**src/rtl/tdm_fs_pkg.sv**
```systemverilog
`timescale 1ns/1ps
package tdm_fs_pkg;

    localparam int MIN_SLOT_LOG2 = 3;
    localparam int MAX_SLOT_LOG2 = 5;

    typedef enum logic [1:0] {
        SLOT_8   = 2'd0,
        SLOT_16  = 2'd1,
        SLOT_32  = 2'd2,
        SLOT_BAD = 2'd3
    } slot_len_e;

    typedef enum logic [1:0] {
        SHAPE_SHORT_LATE  = 2'd0,
        SHAPE_SHORT_EARLY = 2'd1,
        SHAPE_LONG        = 2'd2
    } sync_shape_e;

    function automatic logic [2:0] slot_log2(input slot_len_e code);
        case (code)
            SLOT_16: slot_log2 = 3'd4;
            SLOT_32: slot_log2 = 3'd5;
            default: slot_log2 = 3'd3;
        endcase
    endfunction

    function automatic sync_shape_e shape_of(input logic long_s, input logic early_s);
        if (long_s)       shape_of = SHAPE_LONG;
        else if (early_s) shape_of = SHAPE_SHORT_EARLY;
        else              shape_of = SHAPE_SHORT_LATE;
    endfunction

endpackage

```
**src/rtl/tdm_fs_cfg_check.sv**
```systemverilog
`timescale 1ns/1ps
module tdm_fs_cfg_check
    import tdm_fs_pkg::*;
#(
    parameter int DIV_W = 10,
    parameter int CNT_W = 4
) (
    input  logic             long_sync,
    input  logic [1:0]       slot_len_sel,
    input  logic [CNT_W-1:0] slot_count,
    input  logic [DIV_W-1:0] frame_div,
    output logic             cfg_ok,
    output logic [2:0]       sl_log2
);
    localparam int CMP_W = DIV_W + CNT_W + MAX_SLOT_LOG2 + 1;

    logic [CMP_W-1:0] frame_len;
    logic [CMP_W-1:0] need_len;
    logic [CMP_W-1:0] one_slot;
    logic             code_ok;
    logic             fits;
    logic             long_single_ok;

    always_comb begin
        sl_log2        = slot_log2(slot_len_e'(slot_len_sel));
        frame_len      = CMP_W'(frame_div) + CMP_W'(1);
        one_slot       = CMP_W'(1) << sl_log2;
        need_len       = CMP_W'(slot_count) << sl_log2;
        code_ok        = (slot_len_e'(slot_len_sel) != SLOT_BAD) && (slot_count != '0);
        fits           = frame_len >= need_len;
        long_single_ok = !(long_sync && (slot_count == CNT_W'(1)) && (frame_len <= one_slot));
        cfg_ok         = code_ok && fits && long_single_ok;
    end

endmodule

```
**src/rtl/tdm_fs_ext_track.sv**
```systemverilog
`timescale 1ns/1ps
module tdm_fs_ext_track
    import tdm_fs_pkg::*;
(
    input  logic        clk,
    input  logic        rst,
    input  logic        ext_fsync,
    input  sync_shape_e shape,
    output logic        ext_start
);
    logic ext_d;
    logic ext_dd;

    always_ff @(posedge clk) begin
        if (rst) begin
            ext_d  <= 1'b0;
            ext_dd <= 1'b0;
        end else begin
            ext_d  <= ext_fsync;
            ext_dd <= ext_d;
        end
    end

    always_comb begin
        if (shape == SHAPE_SHORT_EARLY) ext_start = ext_d && !ext_dd;
        else                            ext_start = ext_fsync && !ext_d;
    end

    // a recognised boundary is one cycle wide
    assert_start_single_R9: assert property (@(posedge clk) disable iff (rst)
        ext_start |=> !ext_start);

    // in early form the boundary follows a high sync bit
    assert_early_after_pulse_R9: assert property (@(posedge clk) disable iff (rst)
        (shape == SHAPE_SHORT_EARLY) && ext_start |-> $past(ext_fsync));

endmodule

```
**src/rtl/tdm_fs_counter.sv**
```systemverilog
`timescale 1ns/1ps
module tdm_fs_counter #(
    parameter int DIV_W = 10
) (
    input  logic             clk,
    input  logic             rst,
    input  logic             active,
    input  logic             slave_mode,
    input  logic             ext_start,
    input  logic [DIV_W-1:0] frame_div,
    output logic             run,
    output logic [DIV_W-1:0] cur_pos
);
    logic [DIV_W-1:0] pos_q;
    logic             locked_q;
    logic             realign;

    always_comb begin
        realign = slave_mode && ext_start;
        run     = active && (!slave_mode || locked_q || ext_start);
        if (!run || realign) cur_pos = '0;
        else                 cur_pos = pos_q;
    end

    always_ff @(posedge clk) begin
        if (rst || !active) begin
            pos_q    <= '0;
            locked_q <= 1'b0;
        end else begin
            if (run) begin
                if (cur_pos >= frame_div) pos_q <= '0;
                else                      pos_q <= cur_pos + DIV_W'(1);
            end else begin
                pos_q <= '0;
            end
            if (!slave_mode)  locked_q <= 1'b0;
            else if (realign) locked_q <= 1'b1;
        end
    end

    // inside a master frame the position steps by one per clock
    assert_step_R1: assert property (@(posedge clk) disable iff (rst)
        run && !slave_mode && (cur_pos < frame_div)
        |=> (!run || slave_mode || (cur_pos == $past(cur_pos) + DIV_W'(1))));

endmodule

```
**src/rtl/tdm_fs_gen.sv**
```systemverilog
`timescale 1ns/1ps
module tdm_fs_gen
    import tdm_fs_pkg::*;
#(
    parameter int DIV_W     = 10,
    parameter int MAX_SLOTS = 8,
    localparam int CNT_W    = $clog2(MAX_SLOTS + 1),
    localparam int IDX_W    = DIV_W - MIN_SLOT_LOG2,
    localparam int BIT_W    = MAX_SLOT_LOG2
) (
    input  logic             clk,
    input  logic             rst,
    input  logic             enable,
    input  logic             slave_mode,
    input  logic             long_sync,
    input  logic             early_pulse,
    input  logic [1:0]       slot_len_sel,
    input  logic [CNT_W-1:0] slot_count,
    input  logic [DIV_W-1:0] frame_div,
    input  logic             ext_fsync,
    output logic             fsync,
    output logic             frame_start,
    output logic [IDX_W-1:0] slot_idx,
    output logic [BIT_W-1:0] bit_pos,
    output logic             cfg_err
);
    sync_shape_e      shape;
    logic             cfg_ok;
    logic [2:0]       sl_log2;
    logic             ext_start;
    logic             active;
    logic             run;
    logic [DIV_W-1:0] cur_pos;
    logic [DIV_W-1:0] slot_span;

    assign shape  = shape_of(long_sync, early_pulse);
    assign active = enable && cfg_ok;

    tdm_fs_cfg_check #(.DIV_W(DIV_W), .CNT_W(CNT_W)) cfg_i (
        .long_sync    (long_sync),
        .slot_len_sel (slot_len_sel),
        .slot_count   (slot_count),
        .frame_div    (frame_div),
        .cfg_ok       (cfg_ok),
        .sl_log2      (sl_log2)
    );

    tdm_fs_ext_track ext_i (
        .clk       (clk),
        .rst       (rst),
        .ext_fsync (ext_fsync),
        .shape     (shape),
        .ext_start (ext_start)
    );

    tdm_fs_counter #(.DIV_W(DIV_W)) cnt_i (
        .clk        (clk),
        .rst        (rst),
        .active     (active),
        .slave_mode (slave_mode),
        .ext_start  (ext_start),
        .frame_div  (frame_div),
        .run        (run),
        .cur_pos    (cur_pos)
    );

    always_comb begin
        slot_span   = DIV_W'(1) << sl_log2;
        cfg_err     = enable && !cfg_ok;
        frame_start = run && (cur_pos == '0);
        slot_idx    = IDX_W'(cur_pos >> sl_log2);
        bit_pos     = BIT_W'(cur_pos & (slot_span - DIV_W'(1)));
        case (shape)
            SHAPE_LONG:        fsync = run && (cur_pos < slot_span);
            SHAPE_SHORT_EARLY: fsync = run && (cur_pos == frame_div);
            default:           fsync = run && (cur_pos == '0);
        endcase
    end

    // an invalid setting silences all timing outputs
    assert_err_quiet_R7: assert property (@(posedge clk) disable iff (rst)
        cfg_err |-> (!fsync && !frame_start && (slot_idx == '0) && (bit_pos == '0)));

    // disabled means silent
    assert_off_quiet_R6: assert property (@(posedge clk) disable iff (rst)
        !enable |-> (!fsync && !frame_start && !cfg_err));

    // a master late pulse lasts a single bit clock
    assert_short_single_R3: assert property (@(posedge clk) disable iff (rst)
        enable && !slave_mode && !long_sync && !early_pulse && fsync
        |=> (!fsync || !$stable(frame_div) || !$stable(long_sync)
             || !$stable(early_pulse) || !$stable(slave_mode)));

    // a long sync never spills past the first slot
    assert_long_first_slot_R5: assert property (@(posedge clk) disable iff (rst)
        long_sync && fsync |-> (slot_idx == '0));

    // a recognised boundary in slave mode is always bit 0
    assert_slave_align_R10: assert property (@(posedge clk) disable iff (rst)
        enable && slave_mode && !cfg_err && ext_start |-> (frame_start && (bit_pos == '0)));

endmodule

```
**config.mk**
```make
export PLATFORM = sky130hd
export DESIGN_NAME = tdm_fs_gen
export DESIGN_NICKNAME = d
export VERILOG_FILES = /design/src/rtl/tdm_fs_pkg.sv /design/src/rtl/tdm_fs_cfg_check.sv /design/src/rtl/tdm_fs_ext_track.sv /design/src/rtl/tdm_fs_counter.sv /design/src/rtl/tdm_fs_gen.sv
export SDC_FILE = /design/constraint.sdc
export NUM_CORES = 1
export LEC_CHECK = 0
export BUFFER_PORTS_ARGS = -buffer_cell sky130_fd_sc_hd__buf_2
export CAP_MARGIN = 15
export CORE_MARGIN = 5
export CORE_UTILIZATION = 61
export CTS_CLUSTER_DIAMETER = 150
export DETAILED_ROUTE_END_ITERATION = 8
export PLACE_DENSITY = 0.91
export SETUP_SLACK_MARGIN = 0.02
export SLEW_MARGIN = 15
export SYNTH_ARGS = -nofsm -noshare
export SYNTH_HDL_FRONTEND = slang
export SYNTH_SLANG_ARGS = --single-unit
export TNS_END_PERCENT = 5
```
**constraint.sdc**
```tcl
create_clock -name clk -period 8.1 [get_ports clk]
set_input_delay 0.81 -clock clk [delete_from_list [all_inputs] [get_ports clk]]
set_output_delay 0.81 -clock clk [all_outputs]
set_load 0.02 [all_outputs]
```
==> flow_summary.yaml, run 1 <==
global_route:
  first_global_vias: 1951
  track_usage: 0.241
  grt_pass1_wl_um: 8670
  grt_max_degree: 31
  overflow: 0
  antenna_found_initial: 0
sta:
  fin_skew_ps: 5.09
  fin_crit_ps: 6230
  hold_violations: 0
  worstMarginPinSlew_ps: 647
  setup_tns_ps: 0
  slew_violations: 0
  fin_hold_ws_ps: 487
  setup_viol: 0
  fmaxAchievable_mhz: 161
  rsz0062_at_grt: "false"
  period_share: 0.769
  relSlewSlack: 0.569
place:
  numPlacedInstances: 361
  placed_area_um2: 2290
  place_congestion: 0.918
  dp_hpwl_um: 4430
  port_buffers: 37
drt:
  drcViolationCount: 0
  firstDrtPassIters: 5
  num_vias: 2157
  avgViaCountPerCell: 5.91
  post_drt_wl_per_cell_um: 14.3
  ant_nets: 0
  drtIter0Drc: 195
  totalWireLength_um: 5220
cells_and_area:
  drive_gt1_frac: 0.144
  diodes: 0
  nets: 383
  instances_no_fill: 365
  fillerInstances: 295
  final_cell_area_um2: 2310
  layout_commonest_cell: "ha_1"
  layout_common_cells: "40 x ha_1, 37 x buf_2, 30 x inv_1"
  syn_to_final_growth_pct: 11.7
synthesis:
  synth-simple-area-share: 0.273
  yosysSeqAreaShare: 0.126
  synth-async-reset-ratio: 0
  synth_top_family_by_area: "simple AND/OR/NAND/NOR gates"
  syn_inst: 281
  synth-edff-count: 0
  ys_warn_count: 0
  avgSynthCellArea_um2: 7.37
  synthDistinctLibCells: 46
  synthFlopType: "dfxtp_1"
  ys_ff_latch: 13
  synth_xor_area_frac: 0.0761
  synth_compound_area_frac: 0.166
  synth_fa_ha_area_frac: 0.242
  synth.cell_area_um2: 2070
  synth_mux_area_frac: 0.0393
critical_path:
  cp_common_cell: "ha_1"
  critPathRequiredTime_ps: 7290
  slowest_stage: "ha_1"
  slowest_delay_ps: 590
  crit_type: "primary input to output pin"
  cp.arrival_ps: 5420
  cp-end-kind: "output pin"
  path_max_fanout: 30
  r2r_cells: 13
  crit_chain: "buf_2, inv_1, ha_1, clkinv_1, a21oi_1, ha_1, o21a_1, o211ai_1, a31oi_1, a2111o_1, nand3_2, nor2_1, ha_1, nand4_1, nor3_1, mux2i_1, a211oi_1, a31oi_1, nor4_1, buf_2"
  start_kind: "primary input"
clocking:
  cts_root_buffer: "clkbuf_4"
  cts_max_path_buffers: 2
  cts_tree: "built"
  cts_setup_buffers: 0
  cts_made_buffers: 3
  clk_pin_slew_ps: 70
  cts_repair_resize_count: 0
  cts_sinks: 13
  cts_htree_levels: 1
  clk_latency_ps: 280
  cts_hold_buf: 0
power:
  p_comb_frac: 0.427
  p_int_uw: 115
  power_leakage_nw: 1.05
  p_sw_uw: 69.8
  irDropWorstVdd_v: 0.0000764
  p_per_area_nw_per_um2: 79.8
  seqPwrFrac: 0.354
  p_clk_frac: 0.219
  p_sw_frac: 0.378
floorplan:
  initial_core_util: 0.625
  die_x_um: 68.3
  io_pins: 38
  coreArea_um2: 3310
  fp.dieH_um: 68.3
  die_area_um2: 4660
  rows: 21
worst_hold_path:
  hold_class: "register to register"
  min_path_cells: 1
job:
  drv_cap: 0
status:
  run_status: "finished clean"
## worst max-delay path, delay by kind of cell
kind            cells  cell delay (ps)
compound gates      7             1340
buf+inv             4              790
mux                 1              130
simple gates        5             1180
fa+ha+maj           3             1160
## cell usage after synthesis, types with 2 or more instances
library cell	n	area share
nand2b_1	2	0.0060
o211ai_1	2	0.0072
buf_4	2	0.0072
or4_1	3	0.011
dfxtp_1	13	0.13
xor2_1	3	0.013
nor2b_1	6	0.018
a21o_1	2	0.0072
xnor2_1	15	0.063
inv_1	30	0.054
a31oi_1	4	0.012
or3_1	2	0.0060
nand2_1	21	0.038
a21oi_1	9	0.022
o21ai_0	14	0.034
a2111o_1	2	0.011
nor4_1	4	0.012
or2_1	2	0.0060
mux2i_1	7	0.034
nor3_1	14	0.034
ha_1	40	0.24
and2_1	3	0.0091
nand3_1	12	0.029
and3_1	3	0.0091
a211oi_1	9	0.033
nand3_2	2	0.0097
nor2_1	24	0.044
o21a_1	3	0.011
clkbuf_1	3	0.0054
nand4_1	9	0.027
## registers in the layout, indices dropped and copies added (netlist names)
signal          flops
cnt_i.pos_q        10
cnt_i.locked_q      1
ext_i.ext_d         1
ext_i.ext_dd        1
## power groups by stage
stage               clock, mW  sequential (mW)  combinational (mW)
finish                 0.0404           0.0653              0.0788
global route           0.0451           0.0654              0.0888
CTS                    0.0413           0.0653              0.0780
detailed placement          0           0.0668              0.0776
global placement            0           0.0668              0.0741
floorplan                   0           0.0666              0.0546
## kinds of logic after synthesis
| logic type | Yosys count |
|---|---|
| AND/OR/NAND/NOR | 110 |
| AO/OA/AOI/OAI | 53 |
| adder cells (fa/ha/maj) | 40 |
| buffers and inverters | 38 |
| XOR/XNOR | 18 |
| flip-flops | 13 |
| multiplexers | 8 |
| other | 1 |
## per-stage QoR
stage	total power, mW	util	worst slack (ps)
2_1_floorplan	0.121	-	2320
3_3_place_gp	0.141	0.691	2120
3_5_place_dp	0.144	0.691	1920
4_1_cts	0.185	0.699	1900
5_1_grt	0.199	0.699	1460
6_report	0.185	0.699	1870
## final cells by class
class | instances | area [µm²] | area share
multi-input cells | 234 | 1670 | 0.721
flip-flops and latches | 13 | 260 | 0.112
repair buffers | 37 | 185 | 0.0800
inverters | 31 | 116 | 0.0503
well taps | 46 | 57.6 | 0.0249
clock buffers | 4 | 26.3 | 0.0114
## worst paths after layout
path / slack [ps] / end / start
setup / recovery: 1870 / fsync / slot_len_sel[0]
hold / removal: 490 / ext_i.ext_dd / ext_i.ext_d
setup reg to reg: 4390 / cnt_i.pos_q[8] / ext_i.ext_d
hold reg to reg: 490 / ext_i.ext_dd / ext_i.ext_d
## per-layer routing
metal,up-vias,global-route usage,wire (µm)
met2,88,0.421,2410
met4,0,0.0546,85
met5,-,0,0
met3,6,0.0328,384
met1,991,0.312,2340
li1,1072,-,-
(Power assumes the default switching activity.)
==> inputs of run 2 (changes only) <==
Settings changed: CORE_UTILIZATION 61 to 57, PLACE_DENSITY 0.91 to 0.86.
Clock period 8.1 ns to 6.4 ns, I/O delays scaled along.
==> run 2 against run 1 <==
Clock power rose by 26%. Highest routed layer unchanged. Wire length rose by 0.84%. Critical endpoint unchanged. Core utilization fell by 1.9 points.
==> flow_summary.yaml, run 2 (synthesis results as in run 1) <==
worst_hold_path:
  min_path_cells: 1
  min_to: "ext_i.ext_dd"
  hold_class: "register to register"
  min_from: "ext_i.ext_d"
sta:
  fmaxAchievable_mhz: 171
  fin_skew_ps: 3.08
  slew_violations: 0
  rsz0062_at_grt: "false"
  setup_tns_ps: 0
  worstMarginPinSlew_ps: 630
  fin_hold_ws_ps: 492
  setup_viol: 0
  period_share: 0.912
  hold_violations: 0
  fin_crit_ps: 5840
  relSlewSlack: 0.580
critical_path:
  path_max_fanout: 18
  cp.arrival_ps: 5200
  ff2ff_setup_slack_ps: 2820
  cp_common_cell: "ha_1"
  rr_endpoint: "cnt_i.pos_q[4]"
  critPathRequiredTime_ps: 5760
  slowest_delay_ps: 590
  cp_num_buf_inv: 5
  r2r-start: "ext_i.ext_d"
  start_kind: "primary input"
  cp-end-kind: "output pin"
  crit_chain: "buf_2, inv_1, ha_1, clkinv_1, a21oi_1, ha_1, o21a_1, o211ai_1, a31oi_1, a2111o_1, nand3_2, buf_4, nor2_1, ha_1, nand4_1, nor3_1, mux2i_1, a211oi_1, a31oi_1, nor4_1, buf_2"
  r2r_cells: 14
  crit_type: "primary input to output pin"
  slowest_stage: "ha_1"
  critical_path.top_delay_family: "compound AO/OA/AOI/OAI gates"
  setup.worst_path.start: "slot_len_sel[0]"
floorplan:
  die_x_um: 70.3
  initial_core_util: 0.606
  fp.dieH_um: 70.3
  coreArea_um2: 3420
  io_pins: 38
  rows: 21
  die_area_um2: 4940
cells_and_area:
  diodes: 0
  nets: 384
  layout_common_cells: "40 x ha_1, 37 x buf_2, 30 x inv_1"
  drive_gt1_frac: 0.147
  regMostFlops: "cnt_i.pos_q"
  instances_no_fill: 366
  syn_to_final_growth_pct: 12.1
  largest_register_ffs: 10
  layout_commonest_cell: "ha_1"
  utilization: 0.679
global_route:
  track_usage: 0.212
  grt_pass1_wl_um: 8800
  first_global_vias: 1999
  antenna_found_initial: 0
  overflow: 0
  grt_max_degree: 19
power:
  p_comb_frac: 0.426
  seqPwrFrac: 0.355
  p_per_area_nw_per_um2: 100
  irDropWorstVdd_v: 0.000142
  p_sw_uw: 87.2
  p_sw_frac: 0.375
  power_uw: 233
  p_clk_frac: 0.218
  p_int_uw: 146
  power_leakage_nw: 1.05
clocking:
  cts_tree: "built"
  cts_sinks: 13
  cts_setup_buffers: 0
  cts_repair_resize_count: 0
  cts_made_buffers: 3
  cts_htree_levels: 1
  cts_max_path_buffers: 2
  cts_root_buffer: "clkbuf_4"
  cts_hold_buf: 0
  clk_latency_ps: 270
  clk_pin_slew_ps: 80
drt:
  avgViaCountPerCell: 5.85
  wl_met3_um: 354
  met2WireLength_um: 2420
  num_vias: 2141
  drt-met1-wl_um: 2420
  drtIter0Drc: 178
  firstDrtPassIters: 5
  top_layer: "met4"
  post_drt_wl_per_cell_um: 14.4
  ant_nets: 0
  totalWireLength_um: 5260
  drcViolationCount: 0
job:
  drv_cap: 0
status:
  run_status: "finished clean"
place:
  port_buffers: 37
  dp_hpwl_um: 4400
  numPlacedInstances: 362
  place_congestion: 0.923
[run 2: worst max-delay path by stage]
stage | depth (start not counted) | end | slack [ps]
floorplan | 21 | fsync | 960
CTS | 21 | fsync | 650
detailed placement | 21 | fsync | 660
finish | 21 | fsync | 560
global route | 21 | fsync | 210
global placement | 21 | fsync | 850
[run 2: power by group through the flow]
stage          registers (mW)  logic, mW  clock network, mW
2_1_floorplan          0.0842     0.0691                  0
3_3_place_gp           0.0845     0.0944                  0
3_5_place_dp           0.0846     0.0972                  0
4_1_cts                0.0826     0.0982             0.0526
5_1_grt                0.0829      0.111             0.0576
6_report               0.0826     0.0992             0.0508
[run 2: metal layers]
metal  track usage  up-vias
li1              -     1075
met1         0.280      967
met2         0.358       90
met3        0.0373        9
met4        0.0489        0
met5             0        -
[run 2: layout make-up]
type                       count  area [µm²]
multi-input combinational    234        1670
fill                         304        1090
sequential                    13         260
timing repair buffer          38         193
inverter                      31         116
tap                           46        57.6
clock buffer                   4        26.3
[run 2: metrics by stage]
stage | worst slack (ps) | cell area (µm²)
2_1_floorplan | 962 | 2090
6_report | 562 | 2320
3_3_place_gp | 853 | 2290
5_1_grt | 208 | 2320
3_5_place_dp | 657 | 2290
4_1_cts | 649 | 2320
==> inputs of run 3 (changes only) <==
Settings changed: CTS_BUF_LIST set to sky130_fd_sc_hd__clkbuf_16, CTS_CLUSTER_DIAMETER 150 to 50.
==> run 3 against run 2 <==
Non-clock buffer count is the same. Highest routed layer unchanged. Clock power grew 130%. Critical endpoint unchanged. Wire length grew 4.4%. Sequential share of layout area shrank 0.25 points. Worst hold slack is essentially flat. Critical path type unchanged. Combinational power is essentially flat.
==> flow_summary.yaml, run 3 (synthesis results as in run 1) <==
sta:
  setup_tns_ps: 0
  setup_viol: 0
  slew_violations: 0
  rsz0062_at_grt: "false"
  relSlewSlack: 0.581
  fin_hold_ws_ps: 492
  timing.final.ws_setup_ps: 558
  period_share: 0.913
  fin_skew_ps: 1.80
  hold_violations: 0
  worstMarginPinSlew_ps: 628
  fin_crit_ps: 5840
  fmaxAchievable_mhz: 171
floorplan:
  io_pins: 38
  initial_core_util: 0.606
  die_x_um: 70.3
  rows: 21
  coreArea_um2: 3420
  fp.dieH_um: 70.3
  die_area_um2: 4940
critical_path:
  slowest_stage: "ha_1"
  crit_chain: "buf_2, inv_1, ha_1, clkinv_1, a21oi_1, ha_1, o21a_1, o211ai_1, a31oi_1, a2111o_1, nand3_2, buf_4, nor2_1, ha_1, nand4_1, nor3_1, mux2i_1, a211oi_1, a31oi_1, nor4_1, buf_2"
  rr_endpoint: "cnt_i.pos_q[9]"
  r2r-start: "ext_i.ext_d"
  slowest_delay_ps: 590
  critical_path.top_delay_family: "compound AO/OA/AOI/OAI gates"
  cp.arrival_ps: 5200
  cp_num_buf_inv: 5
  path_max_fanout: 18
  crit_type: "primary input to output pin"
  cp_common_cell: "ha_1"
  r2r_cells: 14
  critPathRequiredTime_ps: 5760
  ff2ff_setup_slack_ps: 2810
  start_kind: "primary input"
  cp-end-kind: "output pin"
cells_and_area:
  syn_to_final_growth_pct: 14.6
  largest_register_ffs: 10
  fillerInstances: 293
  nets: 384
  regMostFlops: "cnt_i.pos_q"
  drive_gt1_frac: 0.147
  layout_commonest_cell: "ha_1"
  diodes: 0
  instances_no_fill: 366
  layout_common_cells: "40 x ha_1, 37 x buf_2, 31 x inv_1"
clocking:
  cts_setup_buffers: 0
  clk_latency_ps: 240
  cts_made_buffers: 3
  cts_tree: "built"
  cts_htree_levels: 1
  cts_hold_buf: 0
  cts_sinks: 13
  cts_repair_resize_count: 0
  cts_root_buffer: "clkbuf_16"
  clk_pin_slew_ps: 40
  cts_max_path_buffers: 2
drt:
  num_vias: 2171
  top_layer: "met4"
  firstDrtPassIters: 5
  drcViolationCount: 0
  drt-met1-wl_um: 2400
  met2WireLength_um: 2600
  wl_met3_um: 425
  ant_nets: 0
  post_drt_wl_per_cell_um: 15.0
  totalWireLength_um: 5500
  drtIter0Drc: 174
  avgViaCountPerCell: 5.93
power:
  power_leakage_nw: 1.08
  p_per_area_nw_per_um2: 125
  irDropWorstVdd_v: 0.000178
worst_hold_path:
  min_from: "ext_i.ext_d"
  min_path_cells: 1
  min_to: "ext_i.ext_dd"
  hold_class: "register to register"
place:
  place_congestion: 0.923
  port_buffers: 37
  dp_hpwl_um: 4400
  place_ws_ps: 657
  numPlacedInstances: 362
global_route:
  first_global_vias: 2030
  grt_max_degree: 19
  grt_pass1_wl_um: 9110
  overflow: 0
  antenna_found_initial: 0
  track_usage: 0.221
status:
  run_status: "finished clean"
job:
  drv_cap: 0
## run 3: cell types whose count changed in the layout (fill, tap and decap cells not counted)
cell       delta
clkbuf_16     +3
clkbuf_4      -3
clkbuf_1      -1
inv_1         +1
## run 3: metal layers
layer / vias up / global-route usage
li1: 1076 / -
met1: 989 / 0.287
met2: 97 / 0.375
met3: 9 / 0.0373
met4: 0 / 0.0532
met5: - / 0
## run 3: through the flow
step	cell area (µm²)	utilization	total power [mW]
2_1_floorplan	2090	-	0.153
3_3_place_gp	2290	0.672	0.179
5_1_grt	2370	0.695	0.316
6_report	2370	0.695	0.298
3_5_place_dp	2290	0.672	0.182
4_1_cts	2370	0.695	0.298
## run 3: worst register-to-register path: cells and delay by family, from the launching register on
kind	cells	cell delay, ps
DFF	1	340
buffers and inverters	1	290
AOI/OAI and AO/OA	2	440
and+or+nand+nor	10	2150
adders and majority gates	1	260
## run 3: worst max path at each step
stage                     from    end  slack (ps)  cells past startpoint
5_1_grt        slot_len_sel[0]  fsync         200                     21
6_report       slot_len_sel[0]  fsync         560                     21
3_3_place_gp   slot_len_sel[0]  fsync         850                     21
3_5_place_dp   slot_len_sel[0]  fsync         660                     21
2_1_floorplan  slot_len_sel[1]  fsync         960                     21
4_1_cts        slot_len_sel[0]  fsync         640                     21
## run 3: report_power, final
group | internal, mW | total, mW | switching, mW | leakage, nW
registers | 0.0822 | 0.0831 | 0.000923 | 0.105
clock network | 0.0823 | 0.115 | 0.0331 | 0.0423
logic | 0.0396 | 0.0993 | 0.0596 | 0.930
## run 3: final cells by class
type	count	area [µm²]	area share
Clock inverter	1	3.75	0.00158
Multi-Input combinational cell	234	1670	0.703
Inverter	31	116	0.0490
Timing Repair Buffer	38	193	0.0812
Clock buffer	3	75.1	0.0316
Sequential cell	13	260	0.110
Tap cell	46	57.6	0.0242
